$ cat config.mk
export PLATFORM = sky130hd
export DESIGN_NAME = spi_reg_port
export DESIGN_NICKNAME = d
export VERILOG_FILES = /design/src/rtl/spi_regs_pkg.sv /design/src/rtl/spi_in_sync.sv /design/src/rtl/spi_edge_det.sv /design/src/rtl/spi_reg_bank.sv /design/src/rtl/spi_reg_port.sv
export SDC_FILE = /design/constraint.sdc
export NUM_CORES = 1
export LEC_CHECK = 0
export BUFFER_PORTS_ARGS = -buffer_cell sky130_fd_sc_hd__buf_2
export CAP_MARGIN = 30
export CORE_MARGIN = 8
export CORE_UTILIZATION = 64
export CTS_CLUSTER_DIAMETER = 40
export CTS_CLUSTER_SIZE = 12
export DETAILED_ROUTE_END_ITERATION = 16
export PLACE_DENSITY_LB_ADDON = 0.2
export RECOVER_POWER = 25
export SYNTH_ARGS = -nofsm -noshare
export SYNTH_HDL_FRONTEND = slang
export SYNTH_SLANG_ARGS = --single-unit
$ cat constraint.sdc
create_clock -name clk -period 2.9 [get_ports clk]
set_input_delay 0.145 -clock clk [delete_from_list [all_inputs] [get_ports clk]]
set_output_delay 0.145 -clock clk [all_outputs]
set_load 0.05 [all_outputs]
$ cat src/rtl/spi_regs_pkg.sv
package spi_regs_pkg;

    typedef enum logic [2:0] {
        ST_IDLE,
        ST_CHIP,
        ST_PTR,
        ST_WDATA,
        ST_RDATA,
        ST_IGNORE
    } port_state_e;

endpackage

$ cat src/rtl/spi_in_sync.sv
module spi_in_sync #(
    parameter int              WIDTH   = 3,
    parameter int              STAGES  = 2,
    parameter logic [WIDTH-1:0] RST_VAL = '0
) (
    input  logic             clk,
    input  logic             rst_n,
    input  logic [WIDTH-1:0] d_in,
    output logic [WIDTH-1:0] d_out
);

    logic [WIDTH-1:0] stage_q [STAGES];

    genvar g;
    generate
        for (g = 0; g < STAGES; g++) begin : g_stage
            always_ff @(posedge clk or negedge rst_n) begin
                if (!rst_n) begin
                    stage_q[g] <= RST_VAL;
                end else begin
                    if (g == 0) stage_q[g] <= d_in;
                    else        stage_q[g] <= stage_q[(g > 0) ? g - 1 : 0];
                end
            end
        end
    endgenerate

    assign d_out = stage_q[STAGES-1];

endmodule

$ cat src/rtl/spi_edge_det.sv
module spi_edge_det (
    input  logic clk,
    input  logic rst_n,
    input  logic lvl,
    output logic rise,
    output logic fall
);

    logic lvl_q;

    always_ff @(posedge clk or negedge rst_n) begin
        if (!rst_n) lvl_q <= 1'b0;
        else        lvl_q <= lvl;
    end

    assign rise = lvl & ~lvl_q;
    assign fall = ~lvl & lvl_q;

endmodule

$ cat src/rtl/spi_reg_bank.sv
module spi_reg_bank #(
    parameter int DEPTH  = 32,
    parameter int DATA_W = 8,
    localparam int AW    = $clog2(DEPTH)
) (
    input  logic              clk,
    input  logic              rst_n,
    input  logic              ser_we,
    input  logic [AW-1:0]     ser_addr,
    input  logic [DATA_W-1:0] ser_wdata,
    output logic [DATA_W-1:0] ser_rdata,
    input  logic              host_we,
    input  logic [AW-1:0]     host_addr,
    input  logic [DATA_W-1:0] host_wdata,
    output logic [DATA_W-1:0] host_rdata
);

    logic [DATA_W-1:0] mem_q [DEPTH];

    genvar g;
    generate
        for (g = 0; g < DEPTH; g++) begin : g_reg
            always_ff @(posedge clk or negedge rst_n) begin
                if (!rst_n) begin
                    mem_q[g] <= '0;
                end else if (ser_we && ser_addr == AW'(g)) begin
                    mem_q[g] <= ser_wdata;
                end else if (host_we && host_addr == AW'(g)) begin
                    mem_q[g] <= host_wdata;
                end
            end
        end
    endgenerate

    assign ser_rdata  = mem_q[ser_addr];
    assign host_rdata = mem_q[host_addr];

endmodule

$ cat src/rtl/spi_reg_port.sv
module spi_reg_port
    import spi_regs_pkg::*;
#(
    parameter int                REG_COUNT   = 32,
    parameter int                DATA_W      = 8,
    parameter int                SYNC_STAGES = 2,
    parameter logic [DATA_W-2:0] DEV_ADDR    = 7'b1001111,
    localparam int               AW          = $clog2(REG_COUNT),
    localparam int               BIT_W       = $clog2(DATA_W)
) (
    input  logic              clk,
    input  logic              rst_n,
    input  logic              cs_n,
    input  logic              sclk,
    input  logic              sdi,
    output logic              sdo,
    output logic              sdo_oe,
    input  logic              host_we,
    input  logic [AW-1:0]     host_addr,
    input  logic [DATA_W-1:0] host_wdata,
    output logic [DATA_W-1:0] host_rdata
);

    localparam logic [BIT_W-1:0] LAST_BIT = BIT_W'(DATA_W - 1);
    localparam logic [AW-1:0]    LAST_REG = AW'(REG_COUNT - 1);

    // synchronized pins: {cs_n, sclk, sdi}
    logic [2:0] pins_s;
    logic       cs_act, sclk_s, sdi_s;
    logic       rise, fall;

    spi_in_sync #(
        .WIDTH   (3),
        .STAGES  (SYNC_STAGES),
        .RST_VAL (3'b100)
    ) u_sync (
        .clk   (clk),
        .rst_n (rst_n),
        .d_in  ({cs_n, sclk, sdi}),
        .d_out (pins_s)
    );

    assign cs_act = ~pins_s[2];
    assign sclk_s = pins_s[1];
    assign sdi_s  = pins_s[0];

    spi_edge_det u_edge (
        .clk   (clk),
        .rst_n (rst_n),
        .lvl   (sclk_s),
        .rise  (rise),
        .fall  (fall)
    );

    port_state_e       state, nxt_state;
    logic [BIT_W-1:0]  cnt;
    logic [DATA_W-1:0] shreg, out_sh, byte_in, rd_data;
    logic [AW-1:0]     ptr, ptr_inc;
    logic              drive, byte_done, addr_hit, wr_en;

    assign byte_in   = {shreg[DATA_W-2:0], sdi_s};
    assign byte_done = cs_act && rise && (cnt == LAST_BIT);
    assign addr_hit  = (byte_in[DATA_W-1:1] == DEV_ADDR);
    assign ptr_inc   = (ptr == LAST_REG) ? '0 : ptr + AW'(1);
    assign wr_en     = byte_done && (state == ST_WDATA);

    spi_reg_bank #(
        .DEPTH  (REG_COUNT),
        .DATA_W (DATA_W)
    ) u_bank (
        .clk        (clk),
        .rst_n      (rst_n),
        .ser_we     (wr_en),
        .ser_addr   (ptr),
        .ser_wdata  (byte_in),
        .ser_rdata  (rd_data),
        .host_we    (host_we),
        .host_addr  (host_addr),
        .host_wdata (host_wdata),
        .host_rdata (host_rdata)
    );

    // next-state decode
    always_comb begin
        nxt_state = state;
        if (!cs_act) begin
            nxt_state = ST_IDLE;
        end else begin
            unique case (state)
                ST_IDLE, ST_CHIP: begin
                    if (!byte_done)       nxt_state = ST_CHIP;
                    else if (!addr_hit)   nxt_state = ST_IGNORE;
                    else if (byte_in[0])  nxt_state = ST_RDATA;
                    else                  nxt_state = ST_PTR;
                end
                ST_PTR:    if (byte_done) nxt_state = ST_WDATA;
                ST_WDATA:  nxt_state = ST_WDATA;
                ST_RDATA:  nxt_state = ST_RDATA;
                ST_IGNORE: nxt_state = ST_IGNORE;
                default:   nxt_state = ST_IDLE;
            endcase
        end
    end

    // state register
    always_ff @(posedge clk or negedge rst_n) begin
        if (!rst_n) state <= ST_IDLE;
        else        state <= nxt_state;
    end

    // shift path, bit counter and register index
    always_ff @(posedge clk or negedge rst_n) begin
        if (!rst_n) begin
            cnt    <= '0;
            shreg  <= '0;
            out_sh <= '0;
            ptr    <= '0;
            drive  <= 1'b0;
        end else if (!cs_act) begin
            cnt   <= '0;
            drive <= 1'b0;
        end else begin
            if (rise) begin
                shreg <= byte_in;
                cnt   <= cnt + BIT_W'(1);
            end
            if (byte_done) begin
                unique case (state)
                    ST_PTR:             ptr <= byte_in[AW-1:0];
                    ST_WDATA, ST_RDATA: ptr <= ptr_inc;
                    default:            ptr <= ptr;
                endcase
            end
            if (fall && state == ST_RDATA) begin
                drive <= 1'b1;
                if (cnt == '0) out_sh <= rd_data;
                else           out_sh <= {out_sh[DATA_W-2:0], 1'b0};
            end
        end
    end

    // outputs
    always_comb begin
        sdo_oe = drive && (state == ST_RDATA);
        sdo    = sdo_oe ? out_sh[DATA_W-1] : 1'b0;
    end

endmodule

* After elaboration in Yosys (flattened, before gate mapping)
Index checks and enable logic that the tools add are counted.
** Word-level totals
- Memories :: 0
- ROM bits :: 0
- Output and inout bits :: 10
- RAM bits :: 0
- Register bits :: 290
- Logic and storage cells :: 319
- Input port bits :: 19
- Latch bits :: 0
** Cells by class
- Shifts and indexed selects :: 0
- Add/subtract/negate cells :: 2
- Equality and inequality tests :: 70
- Bitwise gates (word level) :: 7
- Div/mod/pow operators :: 0
- Reductions and logical operators :: 113
- Multipliers :: 0
- Magnitude comparators :: 2
- Multiplexer cells :: 84
** Operators with widths (count)
- $mux 8 :: 69
- $eq 5x5->1 const B :: 32
- $bmux 8 s5 :: 2
- $eq 5x4->1 const B :: 16
- $reduce_bool 2->1 :: 35
- $logic_and 1x1->1 :: 69
- $eq 5x3->1 const B :: 8
- $mux 3 :: 7
- $eq 5x2->1 const B :: 4
- $pmux 3 s5 :: 1
- $ge 6x6->1 const B :: 2
- $not 5->6 :: 2
- $eq 5x1->1 const B :: 2
- $logic_not 5->1 :: 2
- $pmux 5 s2 :: 1
- $eq 3x3->1 const B :: 3
- $eq 7x7->1 const B :: 1
- $eq 3x2->1 const B :: 2
- $logic_not 3->1 :: 2
- $add 5x1->5 const B :: 1
- $mux 5 :: 1
- $reduce_and 2->1 :: 2
- $reduce_or 2->1 :: 2
- $add 3x1->3 const B :: 1
- other kinds (6) :: 11

* Depth between registers and ports, before layout
Gate-level depths: netlist of run 1.
- Word-level depth :: 7
- Gate-level depth with buffers :: 11
- Gate-level depth less buffers :: 8

* By module
A second synthesis of run 1 with hierarchy kept.
** Second synthesis, totals
- Cell total of the unflattened synthesis :: 1834
- Area total of the unflattened synthesis :: 18556.5 µm²
** Modules (own cells, without submodules)
- spi_reg_bank :: area an instance 16937.5 µm², cells each 1694, seq. area each 6406.1 µm², instances 1
- spi_reg_port :: area an instance 1403.8 µm², cells each 128, seq. area each 675.6 µm², instances 1
- spi_in_sync :: area an instance 175.2 µm², cells each 9, seq. area each 152.6 µm², instances 1
- spi_edge_det :: area an instance 40.0 µm², cells each 3, seq. area each 25.0 µm², instances 1

* Worst setup path before layout of run 1
OpenSTA, ideal clock, no wires.
- Kind :: reg2reg
- Start :: register ptr[0]
- End :: register u_bank.mem_q[93] in the netlist's numbering
- Setup time :: 0.136 ns
- Arrival time :: 2.307 ns
- Buffers on the path :: 5
- Slack :: 0.457 ns
- Clock period less this slack :: 2.443 ns
- Cell stages (with the launch flop) :: 11
- Data required time :: 2.764 ns
- Path through :: dfrtp_1 -> buf_4 -> buf_4 -> buf_4 -> buf_4 -> inv_1 -> ha_1 -> nand2_1 -> nor4_2 -> clkbuf_1 -> o21ai_0
** On the way
- Longest elaborated chain between the ends :: 3
- Elaborated cells between the ends (all ways) :: 4
- Classes of those cells :: 1 x eq/ne; 1 x mux; 2 x reduce/logical
** Ends and longest elaborated chain
- from (decl) :: line spi_reg_port.sv:58 : logic [AW-1:0] ptr, ptr_inc;
- from (signal assigned) :: line spi_reg_port.sv:129 : ST_PTR: ptr <= byte_in[AW-1:0];
- from (signal assigned) :: line spi_reg_port.sv:130 : ST_WDATA, ST_RDATA: ptr <= ptr_inc;
- from (signal assigned) :: line spi_reg_port.sv:131 : default: ptr <= ptr;
- $eq 5x5->1 * :: line spi_reg_bank.sv:26 : end else if (ser_we && ser_addr == AW'(g)) begin
- $logic_and 1x1->1 * :: line spi_reg_bank.sv:26
- $mux 8 or $reduce_bool 2->1 (tied branches)
- to (signal, indexed assignment) :: line spi_reg_bank.sv:27 : mem_q[g] <= ser_wdata;
- to (signal, indexed assignment) :: line spi_reg_bank.sv:29 : mem_q[g] <= host_wdata;
- to (decl) :: line spi_reg_bank.sv:18 : logic [DATA_W-1:0] mem_q [DEPTH];
Mark *: on every way between the ends. The rest lies on a longest branch, timed or not.
A chain may end at the register's enable or synchronous reset.

* Final worst setup path of run 1
- Start :: register u_bank.mem_q[5] in the netlist's numbering
- End :: output host_rdata[5]
** On the way
- Longest elaborated chain between the ends :: 3
** Ends and longest elaborated chain
- $bmux 8 s5 :: line spi_reg_bank.sv:36 : assign host_rdata = mem_q[host_addr];
- $mux 8 (implied by the code) (2 in series) :: line spi_reg_bank.sv:36
- to (decl) :: line spi_reg_port.sv:21 : output logic [DATA_W-1:0] host_rdata
Every way passes these cells. The select of a mux whose other input is x is not followed.

==> results of run 1 <==
-- power by group through the flow --
stage,Clock [mW],Sequential (mW),Combinational [mW]
6_report,5.91,5.64,2.87
3_3_place_gp,0,5.55,2.68
4_1_cts,5.95,5.56,2.82
5_1_grt,6.13,5.67,3.06
2_1_floorplan,0,5.20,2.06
3_5_place_dp,0,5.60,2.79
-- area by class of cell --
class	instances	share of cell area [%]
Tap cell	378	2.31
Inverter	9	0.165
Clock inverter	24	1.58
Sequential cell	290	35.5
Clock buffer	60	6.54
Timing Repair Buffer	115	4.36
Multi-Input combinational cell	1197	49.5
-- cell families (layout without fill, tap and decap cells) --
family | after synthesis | count (layout) | synth area share (%)
adder cells (fa/ha/maj) | 9 | 9 | 0.621
multiplexers | 448 | 448 | 33.5
XOR/XNOR | 1 | 1 | 0.0483
buffers and inverters | 169 | 208 | 4.20
flip-flops | 290 | 290 | 40.0
AND/OR/NAND/NOR | 414 | 414 | 11.7
AO/OA/AOI/OAI | 325 | 325 | 9.92
-- state kept, by name, summed over array words and instances (netlist names) --
name / flops
u_bank.mem_q: 256
out_sh: 8
shreg: 7
ptr: 5
cnt: 3
state: 3
u_sync.d_out: 3
u_sync.stage_q: 3
drive: 1
u_edge.lvl_q: 1
-- what timing repair did --
item                      in CTS  in global routing
hold buffers                   4                  0
hold endpoints to repair      74                  0
resized for setup              0                  0
-- worst max path at each step --
stage	start	endpoint	slack, ns
2_1_floorplan	ptr[0]$_DFFE_PN0P_	u_bank.mem_q[93]$_DFFE_PN0P_	0.46
3_3_place_gp	host_addr[0]	host_rdata[4]	0.35
3_5_place_dp	host_addr[0]	host_rdata[4]	0.28
4_1_cts	u_bank.mem_q[4]$_DFFE_PN0P_	host_rdata[4]	0.17
5_1_grt	cnt[1]$_DFFE_PN0P_	u_bank.mem_q[135]$_DFFE_PN0P_	0.10
6_report	u_bank.mem_q[5]$_DFFE_PN0P_	host_rdata[5]	0.14
-- layout by cell type (no fill, tap or decap), drive strengths merged, types with 10 or more instances in the layout --
| cell type | instances |
|---|---|
| o21ai | 243 |
| nand2b | 13 |
| mux2 | 33 |
| clkbuf | 64 |
| dfrtp | 288 |
| nor2 | 42 |
| mux2i | 291 |
| a21oi | 26 |
| and3 | 10 |
| buf | 107 |
| mux4 | 124 |
| nor4 | 30 |
| inv | 17 |
| nand2 | 269 |
-- routing by layer --
metal,up-vias,part of all wire (%),GRT usage (%)
met5,-,0,0
met4,0,3.4,11.2
met3,173,13,9.49
met2,1079,43,48.4
met1,7344,40,48.6
li1,6120,-,-
-- through the flow --
| stage | util (%) | cell area, µm² | setup slack (ns) | std cells | hold WS [ns] |
|---|---|---|---|---|---|
| 2_1_floorplan | - | 18100 | 0.457 | 1656 | -0.151 |
| 3_3_place_gp | 67.4 | 18800 | 0.347 | 1985 | 0.181 |
| 3_5_place_dp | 67.4 | 18800 | 0.283 | 1985 | 0.180 |
| 4_1_cts | 73.5 | 20500 | 0.169 | 2073 | 0.214 |
| 5_1_grt | 73.4 | 20500 | 0.103 | 2073 | 0.238 |
| 6_report | 73.4 | 20500 | 0.142 | 2073 | 0.247 |
==> flow_metrics.tcl, run 1 <==
set metrics [dict create \
    status "finished with violations" \
    violations "capacitance limit, slew limit" \
    syn_area_um2 18100 \
    routedWlPerCell_um 27.1 \
    fillers 1921 \
    p_int_mw 9.85 \
    clock_path_buffers 3 \
    drv_cap 1 \
    rsz0062_at_grt "no" \
    cpMostUsedCell "mux2i_1" \
    ir_drop_uv 1010 \
    synth.ff_latch_count 290 \
    viasPerCell 7.10 \
    p_switching_mw 4.57 \
    worstRegToRegCells 6 \
    crit_path_start_kind "flop" \
    synth_top_cell_by_area "dfrtp_1" \
    grt_remaining_overflow 0 \
    hold_path.class "input port to flop" \
    area_growth_pct 12.7 \
    drt_iter0_markers 1965 \
    diodes 0 \
    layout-drive-gt1-share_pct 24.0 \
    crit_family "multiplexers" \
    synth_edf_count 0 \
    tightestPinTransition_ns 2.04 \
    drc_errors 0 \
    max_clock_freq_mhz 363 \
    seq_area_um2 7260 \
    grt_max_degree 78 \
    fin_skew_ns 0.0242 \
    synth_cells 1656 \
    die_y_um 184 \
    crit_fanout 3 \
    fin_tns_setup_ns 0 \
    swShare_pct 31.7 \
    multiInputGateArea_um2 10100 \
    cp.required_ns 2.76 \
    synth_top_cell_area_share_pct 39.7 \
    cts_buffers 47 \
    worstPathCellList "mux4_2 -> mux2i_1 -> mux2i_1 -> mux2_2 -> buf_2" \
    die_area_um2 34000 \
    drv_slew 77 \
    r2r-start "cnt[1]$_DFFE_PN0P_" \
    finalPower_mw 14.4 \
    reg2reg_to "u_bank.mem_q[135]$_DFFE_PN0P_" \
    power_frac_comb_pct 19.9 \
    p_seq_share_pct 39.1 \
    clkPwrFrac_pct 41.0 \
    hold_depth 2 \
    synth_most_common_cell "mux2i_1" \
    synth.area.top_cells "dfrtp_1 40%, mux2i_1 16%, mux4_2 15%" \
    worst-path-buf-inv 1 \
    cpMaxStageDelayCell "mux4_2" \
    slowest_delay_ns 0.48 \
    finalHoldViolations 0 \
    grt_pass1_vias 14500 \
    grt_usage_pct 33.6 \
    cp-end-kind "output port" \
    min_from "cs_n" \
    synthesis.nets 1684 \
    arrival_ns 2.61 \
    postCtsSetupRepairBufs 0 \
    clk_latency_ns 0.55 \
    dr.pass1.iters 7 \
    clk_root_buffer_cell "clkbuf_16" \
    cts_num_sinks 290 \
    clk_pin_slew_worst_paths_ns 0.06 \
    cts_tree "built" \
    p_leak_nw 8.03 \
    rows 61 \
    async_flop_share_pct 100 \
    dpl.hpwl_mm 37.1 \
    ios 29 \
    hold_path_end "u_sync.stage_q[5]$_DFF_PN1_" \
    wirelength_mm 56.2 \
    yosysWarningCount 0 \
    cts_max_level 2 \
    core_um2 27900 \
    grt_pass1_wl_mm 87.4 \
    fin_crit_ns 2.76 \
    antenna_found_initial 0 \
    setup_viol 0 \
    gp_congestion 0.967 \
    die_w_um 184 \
    synthTopCellsByCount "291 x mux2i_1, 288 x dfrtp_1, 269 x nand2_1" \
    fin_crit_sh_pct 95.1 \
    p_per_area_nw_per_um2 705 \
    syn-mean-instance-area_um2 11.0 \
    ys_types 56 \
    cp.depth 5 \
    fin_nets 1688 \
    synth_flop_cell "dfrtp_1" \
    initial_core_util_pct 65.1 \
    rrSetupSlack_ns 0.40 \
    ant_nets 0 \
    critical_path_class "flop to output port" \
    io_buffer_count 28 \
    vias 14700 \
    slew_headroom_pct -35.7 \
    yosysSeqAreaShare_pct 40.0 \
]
No activity file was read; power rests on OpenSTA's default activity.
==> inputs of run 2 (changes only) <==
--- a/config.mk
+++ b/config.mk
@@ -7,8 +7,9 @@
 export LEC_CHECK = 0
 export BUFFER_PORTS_ARGS = -buffer_cell sky130_fd_sc_hd__buf_2
 export CAP_MARGIN = 30
+export CORE_ASPECT_RATIO = 0.9
 export CORE_MARGIN = 8
-export CORE_UTILIZATION = 64
+export CORE_UTILIZATION = 39
 export CTS_CLUSTER_DIAMETER = 40
 export CTS_CLUSTER_SIZE = 12
 export DETAILED_ROUTE_END_ITERATION = 16
==> run 2 against run 1 <==
Compared with the run above:
- the run still ends with capacitance limit, slew limit left
- non-clock buffer count increased by 5
- via count decreased by 5.6%
- final area increased by 2.4%
- flip-flop and latch count unchanged
- routed wire length increased by 9.2%
- largest cell class unchanged
- largest power group unchanged
==> flow_metrics.tcl, run 2 (synthesis results as in run 1) <==
set metrics [dict create \
    ant_nets 0 \
    die_area_um2 53700 \
    clock_path_buffers 3 \
    fin_crit_sh_pct 96.0 \
    largest_reg_flops 256 \
    tightestPinTransition_ns 1.63 \
    clk_root_buffer_cell "clkbuf_16" \
    die_w_um 243 \
    crit_path_start_kind "flop" \
    cpMostUsedCell "mux2i_1" \
    fin_skew_ns 0.0201 \
    cts_buffers 52 \
    drc_errors 0 \
    cts_max_level 2 \
    cts_tree "built" \
    violations "capacitance limit, slew limit" \
    cts_num_sinks 290 \
    critical_path_class "flop to output port" \
    ios 29 \
    cp.required_ns 2.76 \
    drt_iter0_markers 1359 \
    seq_area_um2 7260 \
    cp.depth 5 \
    p_leak_nw 8.13 \
    viasPerCell 5.96 \
    wirelength_mm 61.4 \
    worstPathCellList "mux4_2 -> mux2i_1 -> mux2i_1 -> mux2_2 -> buf_2" \
    fin_tns_setup_ns 0 \
    clk_pin_slew_worst_paths_ns 0.05 \
    area_growth_pct 15.4 \
    fin_nets 1698 \
    multiInputGateArea_um2 10100 \
    slowest_delay_ns 0.47 \
    reg_top3 "u_bank.mem_q: 256 flops, out_sh: 8 flops, shreg: 7 flops" \
    grt_usage_pct 23.0 \
    vias 13900 \
    gp_congestion 0.911 \
    status "finished with violations" \
    final_common_cell "mux2i_1" \
    max_clock_freq_mhz 359 \
    worst-path-buf-inv 1 \
    grt_pass1_vias 13500 \
    fin_crit_ns 2.78 \
    core_um2 46300 \
    diodes 0 \
    ir_drop_uv 660 \
    dr.pass1.iters 7 \
    cp-end-kind "output port" \
    drv_slew 36 \
    hold_path.class "input port to async pin" \
    antenna_found_initial 0 \
    grt_max_degree 86 \
    crit_fanout 3 \
    arrival_ns 2.64 \
    worstRegToRegCells 8 \
    crit_family "multiplexers" \
    fin_util_pct 45.3 \
    rows 75 \
    regMostFlops "u_bank.mem_q" \
    fillers 4255 \
    dp.cells 2228 \
    grt_pass1_wl_mm 92.7 \
    cp-startpoint "u_bank.mem_q[85]$_DFFE_PN0P_" \
    routedWlPerCell_um 26.3 \
    grt_remaining_overflow 0 \
    finalHoldViolations 0 \
    clk_latency_ns 0.60 \
    dpl.hpwl_mm 41.6 \
    setup_viol 0 \
    slew_headroom_pct -8.42 \
    layout-drive-gt1-share_pct 24.5 \
    mostFrequentLayoutCells "291 x mux2i_1, 286 x dfrtp_1, 269 x nand2_1" \
    cpMaxStageDelayCell "mux4_2" \
    p_per_area_nw_per_um2 708 \
    drv_cap 1 \
    r2r-start "ptr[1]$_DFFE_PN0P_" \
    die_y_um 221 \
    io_buffer_count 28 \
    instances_no_fill 2329 \
    initial_core_util_pct 39.2 \
    postCtsSetupRepairBufs 0 \
    rsz0062_at_grt "no" \
]
-- run 2: cell count changes in the layout (fill, tap and decap cells not counted), sizes merged --
cell | before | now
clkinv | 6 | 16
buf | 107 | 111
clkinvlp | 4 | 7
dlymetal6s4s | 0 | 2
inv | 17 | 16
-- run 2: report_power, final --
part | total (mW) | switching [mW] | internal [mW]
clock network | 6.23 | 2.26 | 3.98
registers | 5.64 | 0.848 | 4.79
logic | 2.95 | 1.70 | 1.25
total | 14.8 | 4.80 | 10.0
-- run 2: final timing paths --
check                                                to  slack (ns)
max reg2reg                          ptr[0]$_DFFE_PN0P_        0.60
max                                       host_rdata[5]        0.12
min reg2reg                   u_sync.d_out[1]$_DFF_PN0_        0.35
min in group clk            u_sync.stage_q[3]$_DFF_PN0_        0.20
min                        u_bank.mem_q[85]$_DFFE_PN0P_        0.18
max in group asynchronous          shreg[1]$_DFFE_PN0P_        0.61
-- run 2: per-stage QoR --
step	area [µm²]	hold slack [ns]	setup WS (ns)	total power, mW
6_report	20900	0.181	0.117	14.8
5_1_grt	20900	0.188	0.0796	15.4
4_1_cts	21000	0.164	0.105	14.9
3_5_place_dp	19100	0.250	0.400	8.56
3_3_place_gp	19100	0.244	0.418	8.51
2_1_floorplan	18100	-0.151	0.457	7.26
-- run 2: worst register-to-register path, stage by stage, from the launching register on --
cell      delay (ns)
dfrtp_2         0.43
buf_4           0.42
ha_1            0.33
inv_1           0.09
nor2_1          0.19
ha_1            0.23
a21oi_1         0.12
a221oi_1        0.28
a21oi_1         0.07
-- run 2: layer usage --
layer  wire length (µm)  vias to the layer above  GRT usage [%]
met3               5850                       94           5.89
met5                  0                        -              0
li1                   -                     6151              -
met4               1650                        0           7.23
met1              28600                     6990           34.7
met2              25200                      651           31.7
-- run 2: final cells by class --
class	instances	area share [%]
timing repair buffer	120	4.58
clock inverter	36	1.88
inverter	9	0.161
clock buffer	61	6.62
tap	616	3.68
sequential	290	34.7
multi-input combinational	1197	48.4
-- run 2: repair_timing --
| item | 4_1_cts | 5_1_grt |
|---|---|---|
| endpoints found under the hold margin | 80 | 0 |
| resized for setup | 0 | 0 |
| hold buffers | 4 | 0 |
